## src/rtl/xcpt_pkg.sv

```systemverilog
package xcpt_pkg;
  typedef enum logic [2:0] {
    ACT_NONE  = 3'd0,
    ACT_CRIT  = 3'd1,
    ACT_NCRIT = 3'd2,
    ACT_RFCI  = 3'd3,
    ACT_RFI   = 3'd4
  } xcpt_act_e;
endpackage

```

## src/rtl/xcpt_pick.sv

```systemverilog
// Lowest-index-first priority picker.
module xcpt_pick #(
  parameter int W  = 16,
  parameter int IW = (W > 1) ? $clog2(W) : 1
) (
  input  logic [W-1:0]  vec,
  output logic          hit,
  output logic [IW-1:0] idx
);
  always_comb begin
    idx = '0;
    for (int i = W - 1; i >= 0; i--) begin
      if (vec[i]) idx = IW'(i);
    end
    hit = |vec;
  end
endmodule

```

## src/rtl/xcpt_srr_bank.sv

```systemverilog
// One save/restore pair: return address and machine state.
module xcpt_srr_bank #(
  parameter int AW = 32,
  parameter int MW = 32
) (
  input  logic          clk,
  input  logic          rst,
  input  logic          save,
  input  logic [AW-1:0] pc_d,
  input  logic [MW-1:0] st_d,
  output logic [AW-1:0] pc_q,
  output logic [MW-1:0] st_q
);
  always_ff @(posedge clk) begin
    if (rst) begin
      pc_q <= '0;
      st_q <= '0;
    end else if (save) begin
      pc_q <= pc_d;
      st_q <= st_d;
    end
  end
endmodule

```

## src/rtl/xcpt_ctrl.sv

```systemverilog
module xcpt_ctrl
  import xcpt_pkg::*;
#(
  parameter int          N_SRC    = 19,
  parameter int          N_CRIT   = 3,
  parameter int          AW       = 32,
  parameter int          MW       = 32,
  parameter int          NCE_BIT  = 15,
  parameter int          CE_BIT   = 17,
  parameter logic [31:0] VEC_BASE = 32'hFFFF_0000,
  parameter int          SLOT_SH  = 8
) (
  input  logic             clk,
  input  logic             rst,
  input  logic [N_SRC-1:0] req,
  input  logic [AW-1:0]    cur_pc,
  input  logic [MW-1:0]    msr_in,
  input  logic             rfi,
  input  logic             rfci,
  output logic [AW-1:0]    redir_pc,
  output logic             redir_vld,
  output logic [MW-1:0]    msr_out,
  output logic [AW-1:0]    srr_nc_pc,
  output logic [MW-1:0]    srr_nc_st,
  output logic [AW-1:0]    srr_c_pc,
  output logic [MW-1:0]    srr_c_st
);
  localparam int N_NC = N_SRC - N_CRIT;
  localparam int IW   = $clog2(N_SRC);
  localparam int CIW  = (N_CRIT > 1) ? $clog2(N_CRIT) : 1;
  localparam int NIW  = (N_NC > 1) ? $clog2(N_NC) : 1;

  logic [N_CRIT-1:0] c_vec;
  logic [N_NC-1:0]   n_vec;
  logic              c_hit, n_hit;
  logic [CIW-1:0]    c_idx;
  logic [NIW-1:0]    n_idx;

  // Each class is gated by its own enable bit in the machine state.
  assign c_vec = req[N_CRIT-1:0] & {N_CRIT{msr_in[CE_BIT]}};
  assign n_vec = req[N_SRC-1:N_CRIT] & {N_NC{msr_in[NCE_BIT]}};

  xcpt_pick #(.W(N_CRIT), .IW(CIW)) u_pick_c (.vec(c_vec), .hit(c_hit), .idx(c_idx));
  xcpt_pick #(.W(N_NC),   .IW(NIW)) u_pick_n (.vec(n_vec), .hit(n_hit), .idx(n_idx));

  xcpt_act_e       act;
  logic [IW-1:0]   src;
  logic [AW-1:0]   vec_pc;

  always_comb begin
    src = '0;
    if (c_hit) begin
      act = ACT_CRIT;
      src = IW'(c_idx);
    end else if (n_hit) begin
      act = ACT_NCRIT;
      src = IW'(n_idx) + IW'(N_CRIT);
    end else if (rfci) begin
      act = ACT_RFCI;
    end else if (rfi) begin
      act = ACT_RFI;
    end else begin
      act = ACT_NONE;
    end
    vec_pc = AW'(VEC_BASE) | (AW'(src) << SLOT_SH);
  end

  xcpt_srr_bank #(.AW(AW), .MW(MW)) u_bank_nc (
    .clk(clk), .rst(rst), .save(act == ACT_NCRIT),
    .pc_d(cur_pc), .st_d(msr_in), .pc_q(srr_nc_pc), .st_q(srr_nc_st)
  );

  xcpt_srr_bank #(.AW(AW), .MW(MW)) u_bank_c (
    .clk(clk), .rst(rst), .save(act == ACT_CRIT),
    .pc_d(cur_pc), .st_d(msr_in), .pc_q(srr_c_pc), .st_q(srr_c_st)
  );

  logic [MW-1:0] clr_c, clr_n;
  always_comb begin
    clr_n = '0;
    clr_n[NCE_BIT] = 1'b1;
    clr_c = clr_n;
    clr_c[CE_BIT] = 1'b1;
  end

  always_ff @(posedge clk) begin
    if (rst) begin
      redir_vld <= 1'b0;
      redir_pc  <= '0;
      msr_out   <= '0;
    end else begin
      redir_vld <= (act != ACT_NONE);
      unique case (act)
        ACT_CRIT: begin
          redir_pc <= vec_pc;
          msr_out  <= msr_in & ~clr_c;
        end
        ACT_NCRIT: begin
          redir_pc <= vec_pc;
          msr_out  <= msr_in & ~clr_n;
        end
        ACT_RFCI: begin
          redir_pc <= srr_c_pc;
          msr_out  <= srr_c_st;
        end
        ACT_RFI: begin
          redir_pc <= srr_nc_pc;
          msr_out  <= srr_nc_st;
        end
        default: ;
      endcase
    end
  end
endmodule

```

## config.mk

```make
export PLATFORM = sky130hd
export DESIGN_NAME = xcpt_ctrl
export DESIGN_NICKNAME = d
export VERILOG_FILES = /design/src/rtl/xcpt_pkg.sv /design/src/rtl/xcpt_pick.sv /design/src/rtl/xcpt_srr_bank.sv /design/src/rtl/xcpt_ctrl.sv
export SDC_FILE = /design/constraint.sdc
export NUM_CORES = 1
export LEC_CHECK = 0
export BUFFER_PORTS_ARGS = -buffer_cell sky130_fd_sc_hd__buf_4
export CAP_MARGIN = 0
export CORE_ASPECT_RATIO = 0.6
export CORE_MARGIN = 2
export CORE_UTILIZATION = 55
export CTS_CLUSTER_SIZE = 12
export DETAILED_ROUTE_END_ITERATION = 16
export PLACE_DENSITY = 0.93
export SLEW_MARGIN = 20
export SYNTH_ARGS = -nofsm -noshare
export SYNTH_HDL_FRONTEND = slang
export SYNTH_SLANG_ARGS = --single-unit
```

## constraint.sdc

```tcl
create_clock -name clk -period 3.4 [get_ports clk]
set_clock_uncertainty 0.1 [all_clocks]
set_input_delay 0.51 -clock clk [delete_from_list [all_inputs] [get_ports clk]]
set_output_delay 0.51 -clock clk [all_outputs]
set_load 0.02 [all_outputs]
```

# After elaboration in Yosys (flattened, before gate mapping)
# Index checks and enable logic that the tools add are counted.
[totals]
reg_bits = 193
input_bits = 87
out_inout_bits = 193
word_cells = 47
[op_classes]
add_sub_neg = 1
eq_ne = 4
muxes = 27
bitwise = 2
n_reduce_logical = 6
[op_table]
columns = ["op", "n"]
rows = [
  ["$pmux W32 S4", 1],
  ["$pmux W32 S3", 1],
  ["$mux W4", 16],
  ["$and A16 B16 Y16", 1],
  ["$reduce_or A16 Y1", 1],
  ["$mux W3", 4],
  ["$mux W5", 2],
  ["$eq A3 B2 Y1 const B", 2],
  ["$mux W2", 3],
  ["$reduce_bool A3 Y1", 2],
  ["$add A4 B2 Y5 const B", 1],
  ["$reduce_bool A4 Y1", 1],
  ["$and A3 B3 Y3", 1],
  ["$eq A3 B1 Y1 const B", 1],
  ["$eq A3 B3 Y1 const B", 1],
  ["$reduce_or A3 Y1", 1],
  ["$reduce_or A2 Y1", 1],
]

# Depth between registers and ports, before layout
# Gate-level depths: netlist (run 1).
[depth]
depth_word = 21
ltp_mapped = 8
ltp_nobuf = 6

# Cells and area by module
# Synthesis (run 1) repeated with hierarchy kept, for this count alone.
[hier_totals]
cells_unflattened = 893
area_unflattened_um2 = 8333.0
[by_module_without_submodules]
columns = ["mod", "instances", "cells_per_inst", "area_per_inst_um2", "seq_area_each_um2"]
rows = [
  ["xcpt_srr_bank", 2, 206, 2290.9, 1281.2],
  ["xcpt_ctrl", 1, 444, 3554.7, 1301.2],
  ["xcpt_pick (u_pick_n)", 1, 34, 176.4, 0.0],
  ["xcpt_pick (u_pick_c)", 1, 3, 20.0, 0.0],
]

# Least setup slack after synthesis (run 1)
# Ideal clock, no wire load.
[synth_timing]
path_kind = "in2reg"
from = "in req[5]"
to = "reg u_bank_nc.st_q[19]"
setup_ns = 0.143
t_arrival_ns = 2.113
required_ns = 3.157
setup_slack_ns = 1.044
path_stages = 7
n_path_buf = 2
cell_sequence = "or4_4 -> or2_4 -> o311a_1 -> buf_2 -> buf_6 -> nand2_1 -> a21oi_2"
[synth_between]
elab_chain_len = 5
[synth_lines]
columns = ["element", "line_no", "source"]
rows = [
  ["start: declaration", "xcpt_ctrl.sv:15", "input logic [N_SRC-1:0] req,"],
  ["$and A16 B16 Y16", "xcpt_ctrl.sv:41", "assign n_vec = req[N_SRC-1:N_CRIT] & {N_NC{msr_in[NCE_BIT]}};"],
  ["$reduce_or A16 Y1", "xcpt_pick.sv:15", "hit = |vec;"],
  ["$mux W3", "xcpt_ctrl.sv:55", "end else if (n_hit) begin"],
  ["$mux W3", "xcpt_ctrl.sv:52", "if (c_hit) begin"],
  ["$eq A3 B2 Y1", "xcpt_ctrl.sv:69", ".clk(clk), .rst(rst), .save(act == ACT_NCRIT),"],
  ["end signal: assignment", "xcpt_srr_bank.sv:20", "st_q <= st_d;"],
  ["end: declaration", "xcpt_srr_bank.sv:12", "output logic [MW-1:0] st_q"],
]
# Every way passes these cells.
# A chain may end at the register's enable or synchronous reset.

# Final worst setup path (run 1)
[layout_timing]
from = "in req[5]"
to = "reg u_bank_nc.st_q[3]"
# Same word-level chain as after synthesis.

==> impl_metrics.csv, run 1 <==
group,metric,value,unit
drt,wl_met2,11700,um
timing,finalSetupViolations,0,
clock_network,hold_buffers,0,
run_status,status,"finished, final reports clean",
clock_network,htreeDepth,4,
floorplan,num_rows,35,
finish,diodes,0,
clock_network,cts_setup_buffers,0,
timing,tightest_slew,852,ps
yosys,ys_ff_latch,193,
yosys,synth_edf_count,0,
yosys,synth_ff_type,"dfxtp_1",
timing,hold_viol,0,
global_routing,grt_pass1_wl,39300,um
placed_design,place_congestion,0.839,
critical_path,rr_worst_depth,5,
finish,fin_nets,1339,
drt,wl_per_cell,17.1,um
global_routing,overflow,0,
min_path,whs_endpoint,"msr_out[16]$_SDFFE_PP0P_",
critical_path,critPathMaxFanout,24,
finish,nFillCells,1116,
yosys,synthArstFlopShare,0,%
clock_network,cts_tree,"yes",
floorplan,die_h,100,um
drt,met3_length,2160,um
floorplan,die_area,16400,sq um
floorplan,start_util,55.7,%
floorplan,dieWidth,164,um
yosys,syn_area,8460,sq um
yosys,seq_area_frac_synth,45.7,%
drt,vias,8112,
floorplan,core_area,15200,sq um
yosys,yosys.cell_types.count,44,
critical_path,crit_buf_inv,2,
placed_design,hpwl,17500,um
drt,drt_iter0_markers,687,
clock_network,clockBufferDepth,2,
global_routing,grt_pass1_vias,7748,
critical_path,rr_endpoint,"redir_pc[12]$_SDFFE_PP0P_",
critical_path,r2r_slack,2090,ps
placed_design,port_buffers,279,
min_path,worst_hold_path_type,"input port to register",
critical_path,endpoint_kind,"register",
clock_network,clk_pin_slew_worst_paths,70,ps
clock_network,clk-insertion-delay-late,410,ps
finish,fin_area,11200,sq um
power_and_ir_drop,worst_ir_drop_vdd,0.339,mV
critical_path,critical_path.cell_chain,"buf_4 -> or4_4 -> or2_4 -> o311a_2 -> buf_4 -> nand2_1 -> a21oi_2",
timing,fin_crit,2350,ps
drt,viasPerCell,5.53,
critical_path,critPathLaunchType,"input port",
power_and_ir_drop,power_density,488,nW/um^2
timing,timing.fmax,0.425,GHz
critical_path,worst_path_dominant_cell_family,"simple AND/OR/NAND/NOR gates",
finish,drive_above_1_share,37.5,%
critical_path,slowest_delay,570,ps
clock_network,cts_sinks,193,
finish,final_cell_mix,"buf_4, nand2_1, dfxtp_1",
global_routing,grt_usage,30.1,%
critical_path,crit_arrival,2510,ps
timing,post-route-period-util,69.1,%
yosys,syn_avg_cell_area,8.33,sq um
critical_path,criticalPathCategory,"input port to register",
floorplan,ios,280,
job,drv_cap,0,
min_path,hp-start,"msr_in[16]",
placed_design,place_area,10600,sq um
clock_network,clockRootBuffer,"clkbuf_16",
critical_path,cp_num_cells,7,
global_routing,antenna_found_initial,0,
critical_path,cp_common_cell,"buf_4",
yosys,yosysWarnings,0,
finish,layout_commonest_cell,"buf_4",
drt,detail-route-antenna-nets,0,
yosys,synth_nets,1103,
drt,top_layer,"met4",
timing,finalSetupTns,0,ps
min_path,holdPathStages,3,
power_and_ir_drop,p_leak,4.79,nW
timing,slew_viol_final,0,
critical_path,rr_startpoint,"u_bank_nc.pc_q[12]$_SDFFE_PP0N_",
power_and_ir_drop,design_power_total,5.45,mW
timing,slew_headroom,43.2,%
finish,area_growth,31.8,%
clock_network,cts_buffers,17,
critical_path,required,3560,ps
drt,totalWireLength,25100,um
drt,drtPass1Iterations,8,
drt,met1_length,10700,um
timing,rsz0062_at_grt,"false",
clock_network,post_cts_resized,0,
drt,drc,0,
critical_path,cp_slowest_cell,"or4_4",
global_routing,grt_max_degree,95,
yosys,synthCells,1016,
-- cells by family (layout without fill, tap and decap cells) --
group,count (synthesis),count (layout),synth area share (%)
buf+inv,85,334,5.56
flops,193,193,45.7
compound gates,249,249,18.3
mux,79,79,9.59
simple gates,410,410,20.9
-- Yosys cell counts, types with 2 or more instances --
library cell  number  area [sq um]
buf_1             16          60.1
inv_1              7          26.3
nand2_2           60           375
or3_1              3          18.8
a21oi_1          163           816
nor2b_1            3          18.8
nand3_1            3          15.0
nand2_1          200           751
dfxtp_1          193          3860
a21oi_2           61           534
nor4_1             4          25.0
or4_4              4          45.0
mux2i_1           62           621
nor2_1           126           473
buf_6              4          45.0
o21ai_0            7          35.0
mux2_2            17           191
clkbuf_1          45           169
nor3_1             2          10.0
buf_12             7           140
buf_2              6          30.0
-- worst reg2reg max path, delay by kind of cell (launching register included) --
| kind | cells | cell delay, ps |
|---|---|---|
| compound gates | 1 | 70 |
| flops | 1 | 380 |
| mux | 2 | 390 |
| simple gates | 2 | 280 |
-- layout make-up --
class,count,area (sq um),share of cell area (%)
well taps,203,254,2.28
clock buffers,20,447,4.01
inverters,7,26.3,0.236
flip-flops and latches,193,3860,34.6
clock inverters,12,148,1.32
multi-input cells,738,4150,37.2
repair buffers,295,2270,20.3
-- metrics by stage --
step / util (%) / setup WS [ps] / hold slack, ps / cells
global route: 73.4 / 971 / 230 / 1468
global placement: 69.5 / 678 / 360 / 1436
CTS: 73.4 / 1080 / 223 / 1468
finish: 73.4 / 1050 / 237 / 1468
detailed placement: 69.5 / 648 / 364 / 1436
floorplan: - / 1040 / 444 / 1016
-- report_power, final --
part / total (mW) / switching, mW / internal, mW
combinational: 0.941 / 0.556 / 0.385
sequential: 2.48 / 0.101 / 2.38
clock: 2.02 / 0.897 / 1.12
total: 5.45 / 1.55 / 3.89
-- flip-flops by register name, indices dropped and copies added (netlist names) --
name            cells
msr_out            32
u_bank_nc.pc_q     32
redir_pc           32
u_bank_c.pc_q      32
redir_vld           1
u_bank_c.st_q      32
u_bank_nc.st_q     32
-- worst max path at each step --
stage,to,start,slack [ps]
floorplan,u_bank_nc.st_q[19]$_SDFFE_PP0N_,req[5],1040
global placement,u_bank_nc.pc_q[12]$_SDFFE_PP0N_,req[5],680
detailed placement,u_bank_nc.st_q[18]$_SDFFE_PP0N_,req[5],650
CTS,u_bank_nc.st_q[3]$_SDFFE_PP0N_,req[5],1080
global route,msr_out[5]$_SDFFE_PP0P_,req[15],970
finish,u_bank_nc.st_q[3]$_SDFFE_PP0N_,req[5],1050
-- per-layer routing --
layer / vias to the layer above / track usage [%]
met3: 42 / 6.94
li1: 3866 / -
met5: - / 0
met4: 0 / 9.51
met2: 384 / 50.3
met1: 3820 / 38.8
(Power assumes the default switching activity.)
==> inputs of run 2 (changes only) <==
--- a/config.mk
+++ b/config.mk
@@ -9,10 +9,10 @@
 export CAP_MARGIN = 0
 export CORE_ASPECT_RATIO = 0.6
 export CORE_MARGIN = 2
-export CORE_UTILIZATION = 55
+export CORE_UTILIZATION = 51
 export CTS_CLUSTER_SIZE = 12
 export DETAILED_ROUTE_END_ITERATION = 16
-export PLACE_DENSITY = 0.93
+export PLACE_DENSITY = 0.88
 export SLEW_MARGIN = 20
 export SYNTH_ARGS = -nofsm -noshare
 export SYNTH_HDL_FRONTEND = slang
==> constraint.sdc (replaced) <==
create_clock -name clk -period 2.45 [get_ports clk]
set_clock_uncertainty 0.1 [all_clocks]
set_input_delay 0.3675 -clock clk [delete_from_list [all_inputs] [get_ports clk]]
set_output_delay 0.3675 -clock clk [all_outputs]
set_load 0.02 [all_outputs]
==> impl_metrics.csv, run 2 (synthesis gave the netlist of run 1 again) <==
group,metric,value,unit
drt,drt_iter0_markers,616,
critical_path,required,2700,ps
clock_network,cts_tree,"yes",
power_and_ir_drop,worst_ir_drop_vdd,0.558,mV
floorplan,die_h,104,um
timing,timing.fmax,0.478,GHz
placed_design,port_buffers,279,
critical_path,critical_path.cell_chain,"buf_4 -> or4_4 -> o21ai_2 -> nand4_1 -> buf_4 -> nor2_1 -> a21oi_1 -> nor2_1",
drt,viasPerCell,5.46,
drt,vias,8150,
global_routing,overflow,0,
timing,finalSetupTns,0,ps
critical_path,cp_slowest_cell,"or4_4",
run_status,status,"finished, final reports clean",
global_routing,antenna_found_initial,0,
clock_network,cts_buffers,17,
floorplan,die_area,17700,sq um
placed_design,post-place-ws,-28.4,ps
critical_path,criticalPathCategory,"input port to register",
timing,holdWs,101,ps
placed_design,place_area,10800,sq um
finish,fin_nets,1359,
finish,nFillCells,1257,
power_and_ir_drop,power_density,656,nW/um^2
timing,tightest_slew,662,ps
timing,finalSetupViolations,0,
critical_path,critPathLaunchType,"input port",
critical_path,crit_arrival,2340,ps
clock_network,hold_buffers,0,
drt,detail-route-antenna-nets,0,
timing,layout_setup_ws,358,ps
floorplan,ios,280,
clock_network,clk_pin_slew_worst_paths,80,ps
floorplan,dieWidth,170,um
finish,layout_commonest_cell,"buf_4",
drt,drc,0,
clock_network,cts_sinks,193,
clock_network,clk-insertion-delay-late,410,ps
timing,slew_headroom,55.8,%
critical_path,critPathMaxFanout,58,
job,drv_cap,0,
floorplan,start_util,52.2,%
timing,fin_crit,2090,ps
drt,drtPass1Iterations,5,
floorplan,core_area,16200,sq um
clock_network,post_cts_resized,0,
finish,drive_above_1_share,38.4,%
power_and_ir_drop,p_leak,4.91,nW
global_routing,grt_pass1_wl,39900,um
placed_design,place_congestion,0.870,
clock_network,htreeDepth,4,
global_routing,grt_usage,28.2,%
critical_path,endpoint_kind,"register",
placed_design,hpwl,18200,um
critical_path,slowest_delay,560,ps
clock_network,cts_setup_buffers,0,
timing,rsz0062_at_grt,"false",
drt,wl_per_cell,17.0,um
timing,hold_viol,0,
global_routing,grt_pass1_vias,7653,
finish,diodes,0,
clock_network,clockRootBuffer,"clkbuf_16",
drt,totalWireLength,25300,um
power_and_ir_drop,design_power_total,7.47,mW
timing,post-route-period-util,85.4,%
finish,multi_input_area,4150,sq um
timing,slew_viol_final,0,
clock_network,clockBufferDepth,2,
global_routing,grt_max_degree,108,
min_path,worst_hold_path_type,"input port to register",
finish,final_cell_mix,"buf_4, nand2_1, dfxtp_1",
floorplan,num_rows,36,
finish,fin_area,11400,sq um
finish,area_growth,34.4,%
finish,regArea,3860,sq um
## run 2: final cells by class
class	instances	share of cell area, %
Sequential cell	193	34.0
Tap cell	209	2.30
Clock buffer	20	3.93
Multi-Input combinational cell	738	36.4
Timing Repair Buffer	315	22.1
Clock inverter	12	1.02
Inverter	7	0.231
## run 2: per-layer routing
metal	vias up	GRT usage (%)	part of all wire, %
li1	3901	-	-
met1	3862	37.1	43
met2	354	45.7	47
met3	33	6.95	8.7
met4	0	8.36	1.7
met5	-	0	0
## run 2: stage by stage
stage	util [%]	cells
2_1_floorplan	-	1016
3_3_place_gp	66.7	1462
3_5_place_dp	66.7	1462
4_1_cts	70.2	1494
5_1_grt	70.2	1494
6_report	70.2	1494
## run 2: worst paths after layout
kind	slack, ps	end	startpoint	cells after the start
worst min register to register	370	u_bank_c.pc_q[10]$_SDFFE_PP0N_	u_bank_c.pc_q[10]$_SDFFE_PP0N_	2
worst min-delay path	100	msr_out[12]$_SDFFE_PP0P_	msr_in[12]	3
worst max register to register	1180	redir_pc[11]$_SDFFE_PP0P_	u_bank_nc.pc_q[11]$_SDFFE_PP0N_	5
worst max-delay path	360	msr_out[0]$_SDFFE_PP0P_	req[11]	8
## run 2: critical path, delay by kind of cell
family | cells | cell delay (ps)
and+or+nand+nor | 4 | 1150
AOI/OAI and AO/OA | 2 | 230
buffers and inverters | 2 | 540
## run 2: power by group
group	internal, mW	switching [mW]
Sequential	3.31	0.136
Combinational	0.573	0.783
Clock	1.38	1.29
Total	5.26	2.21
==> inputs of run 3 (changes only) <==
--- a/config.mk
+++ b/config.mk
@@ -12,6 +12,7 @@
 export CORE_UTILIZATION = 51
 export CTS_CLUSTER_SIZE = 12
 export DETAILED_ROUTE_END_ITERATION = 16
+export MAX_ROUTING_LAYER = met4
 export PLACE_DENSITY = 0.88
 export SLEW_MARGIN = 20
 export SYNTH_ARGS = -nofsm -noshare
==> impl_metrics.csv, run 3 (synthesis gave the netlist of run 1 again) <==
group,metric,value,unit
run_status,status,"finished, final reports clean",
global_routing,grt_max_degree,108,
drt,drt_iter0_markers,674,
finish,final_cell_mix,"buf_4, nand2_1, dfxtp_1",
timing,slew_headroom,56.3,%
global_routing,antenna_found_initial,0,
critical_path,criticalPathCategory,"input port to register",
drt,detail-route-antenna-nets,0,
timing,hold_viol,0,
job,drv_cap,0,
drt,drtPass1Iterations,5,
clock_network,cts_setup_buffers,0,
timing,finalSetupViolations,0,
drt,drc,0,
floorplan,start_util,52.2,%
critical_path,required,2700,ps
clock_network,clockRootBuffer,"clkbuf_16",
timing,fin_crit,2080,ps
finish,nFillCells,1257,
clock_network,cts_sinks,193,
timing,post-route-period-util,85.1,%
timing,slew_viol_final,0,
drt,wl_per_cell,17.0,um
timing,timing.fmax,0.480,GHz
global_routing,grt_pass1_vias,7652,
min_path,worst_hold_path_type,"input port to register",
finish,final_cells,1494,
placed_design,placed_cells,1462,
finish,layout_commonest_cell,"buf_4",
power_and_ir_drop,design_power_total,7.47,mW
power_and_ir_drop,p_leak,4.91,nW
clock_network,clk_pin_slew_worst_paths,80,ps
critical_path,endpoint_kind,"register",
drt,vias,8139,
clock_network,hold_buffers,0,
critical_path,critPathMaxFanout,58,
power_and_ir_drop,power_density,656,nW/um^2
timing,finalSetupTns,0,ps
critical_path,critPathLaunchType,"input port",
floorplan,die_area,17700,sq um
power_and_ir_drop,worst_ir_drop_vdd,0.556,mV
timing,tightest_slew,655,ps
drt,viasPerCell,5.45,
finish,area_growth,34.4,%
clock_network,cts_tree,"yes",
clock_network,post_cts_resized,0,
placed_design,hpwl,18200,um
finish,drive_above_1_share,38.4,%
clock_network,cts_buffers,17,
clock_network,htreeDepth,4,
floorplan,ios,280,
floorplan,dieWidth,170,um
floorplan,die_h,104,um
floorplan,num_rows,36,
global_routing,grt_pass1_wl,39900,um
floorplan,core_area,16200,sq um
finish,diodes,0,
clock_network,clk-insertion-delay-late,410,ps
global_routing,grt_usage,29.0,%
global_routing,overflow,0,
finish,fin_nets,1359,
timing,rsz0062_at_grt,"false",
clock_network,clockBufferDepth,2,
critical_path,crit_arrival,2340,ps
drt,totalWireLength,25300,um
placed_design,place_congestion,0.884,
placed_design,port_buffers,279,
-- run 3: cell counts in the layout (fill, tap and decap cells not counted) --
Identical to the previous run, type by type.
-- run 3: routing by layer --
| layer | routed length [um] | share of wire [%] | track usage [%] | vias up |
|---|---|---|---|---|
| li1 | - | - | - | 3895 |
| met5 | 0 | 0 | - | - |
| met2 | 11900 | 47 | 45.6 | 349 |
| met1 | 11000 | 43 | 37.5 | 3860 |
| met3 | 1960 | 7.7 | 6.57 | 35 |
| met4 | 489 | 1.9 | 8.36 | 0 |
-- run 3: final cells by class --
type / count / area [sq um] / area share, %
Clock buffer: 20 / 447 / 3.93
Clock inverter: 12 / 116 / 1.02
Inverter: 7 / 26.3 / 0.231
Multi-Input combinational cell: 738 / 4150 / 36.4
Sequential cell: 193 / 3860 / 34.0
Tap cell: 209 / 262 / 2.30
Timing Repair Buffer: 315 / 2520 / 22.1
-- run 3: per-stage QoR --
step | area [sq um] | utilization (%) | setup WS (ps) | hold slack [ps]
finish | 11400 | 70.2 | 366 | 98.3
CTS | 11400 | 70.2 | 408 | 83.9
global placement | 10800 | 66.7 | 74.3 | 359
global route | 11400 | 70.2 | 240 | 88.3
detailed placement | 10800 | 66.7 | -28.4 | 363
floorplan | 8460 | - | 237 | 403
-- run 3: final timing paths --
check                                  startpoint                             end  slack (ps)  cells past startpoint
setup / recovery                          req[11]         msr_out[0]$_SDFFE_PP0P_         370                      8
hold / removal                         msr_in[12]        msr_out[12]$_SDFFE_PP0P_         100                      3
setup reg to reg  u_bank_nc.pc_q[11]$_SDFFE_PP0N_       redir_pc[11]$_SDFFE_PP0P_        1180                      5
hold reg to reg    u_bank_c.pc_q[10]$_SDFFE_PP0N_  u_bank_c.pc_q[10]$_SDFFE_PP0N_         370                      2
-- run 3: critical path, stage by stage --
cell     delay (ps)
buf_4           130
or4_4           560
o21ai_2         170
nand4_1         280
buf_4           410
nor2_1          190
a21oi_1          60
nor2_1          120
-- run 3: report_power, final --
group / switching (mW) / total (mW) / internal, mW
clock network: 1.29 / 2.67 / 1.38
logic: 0.782 / 1.36 / 0.573
registers: 0.137 / 3.44 / 3.31
total: 2.21 / 7.47 / 5.26
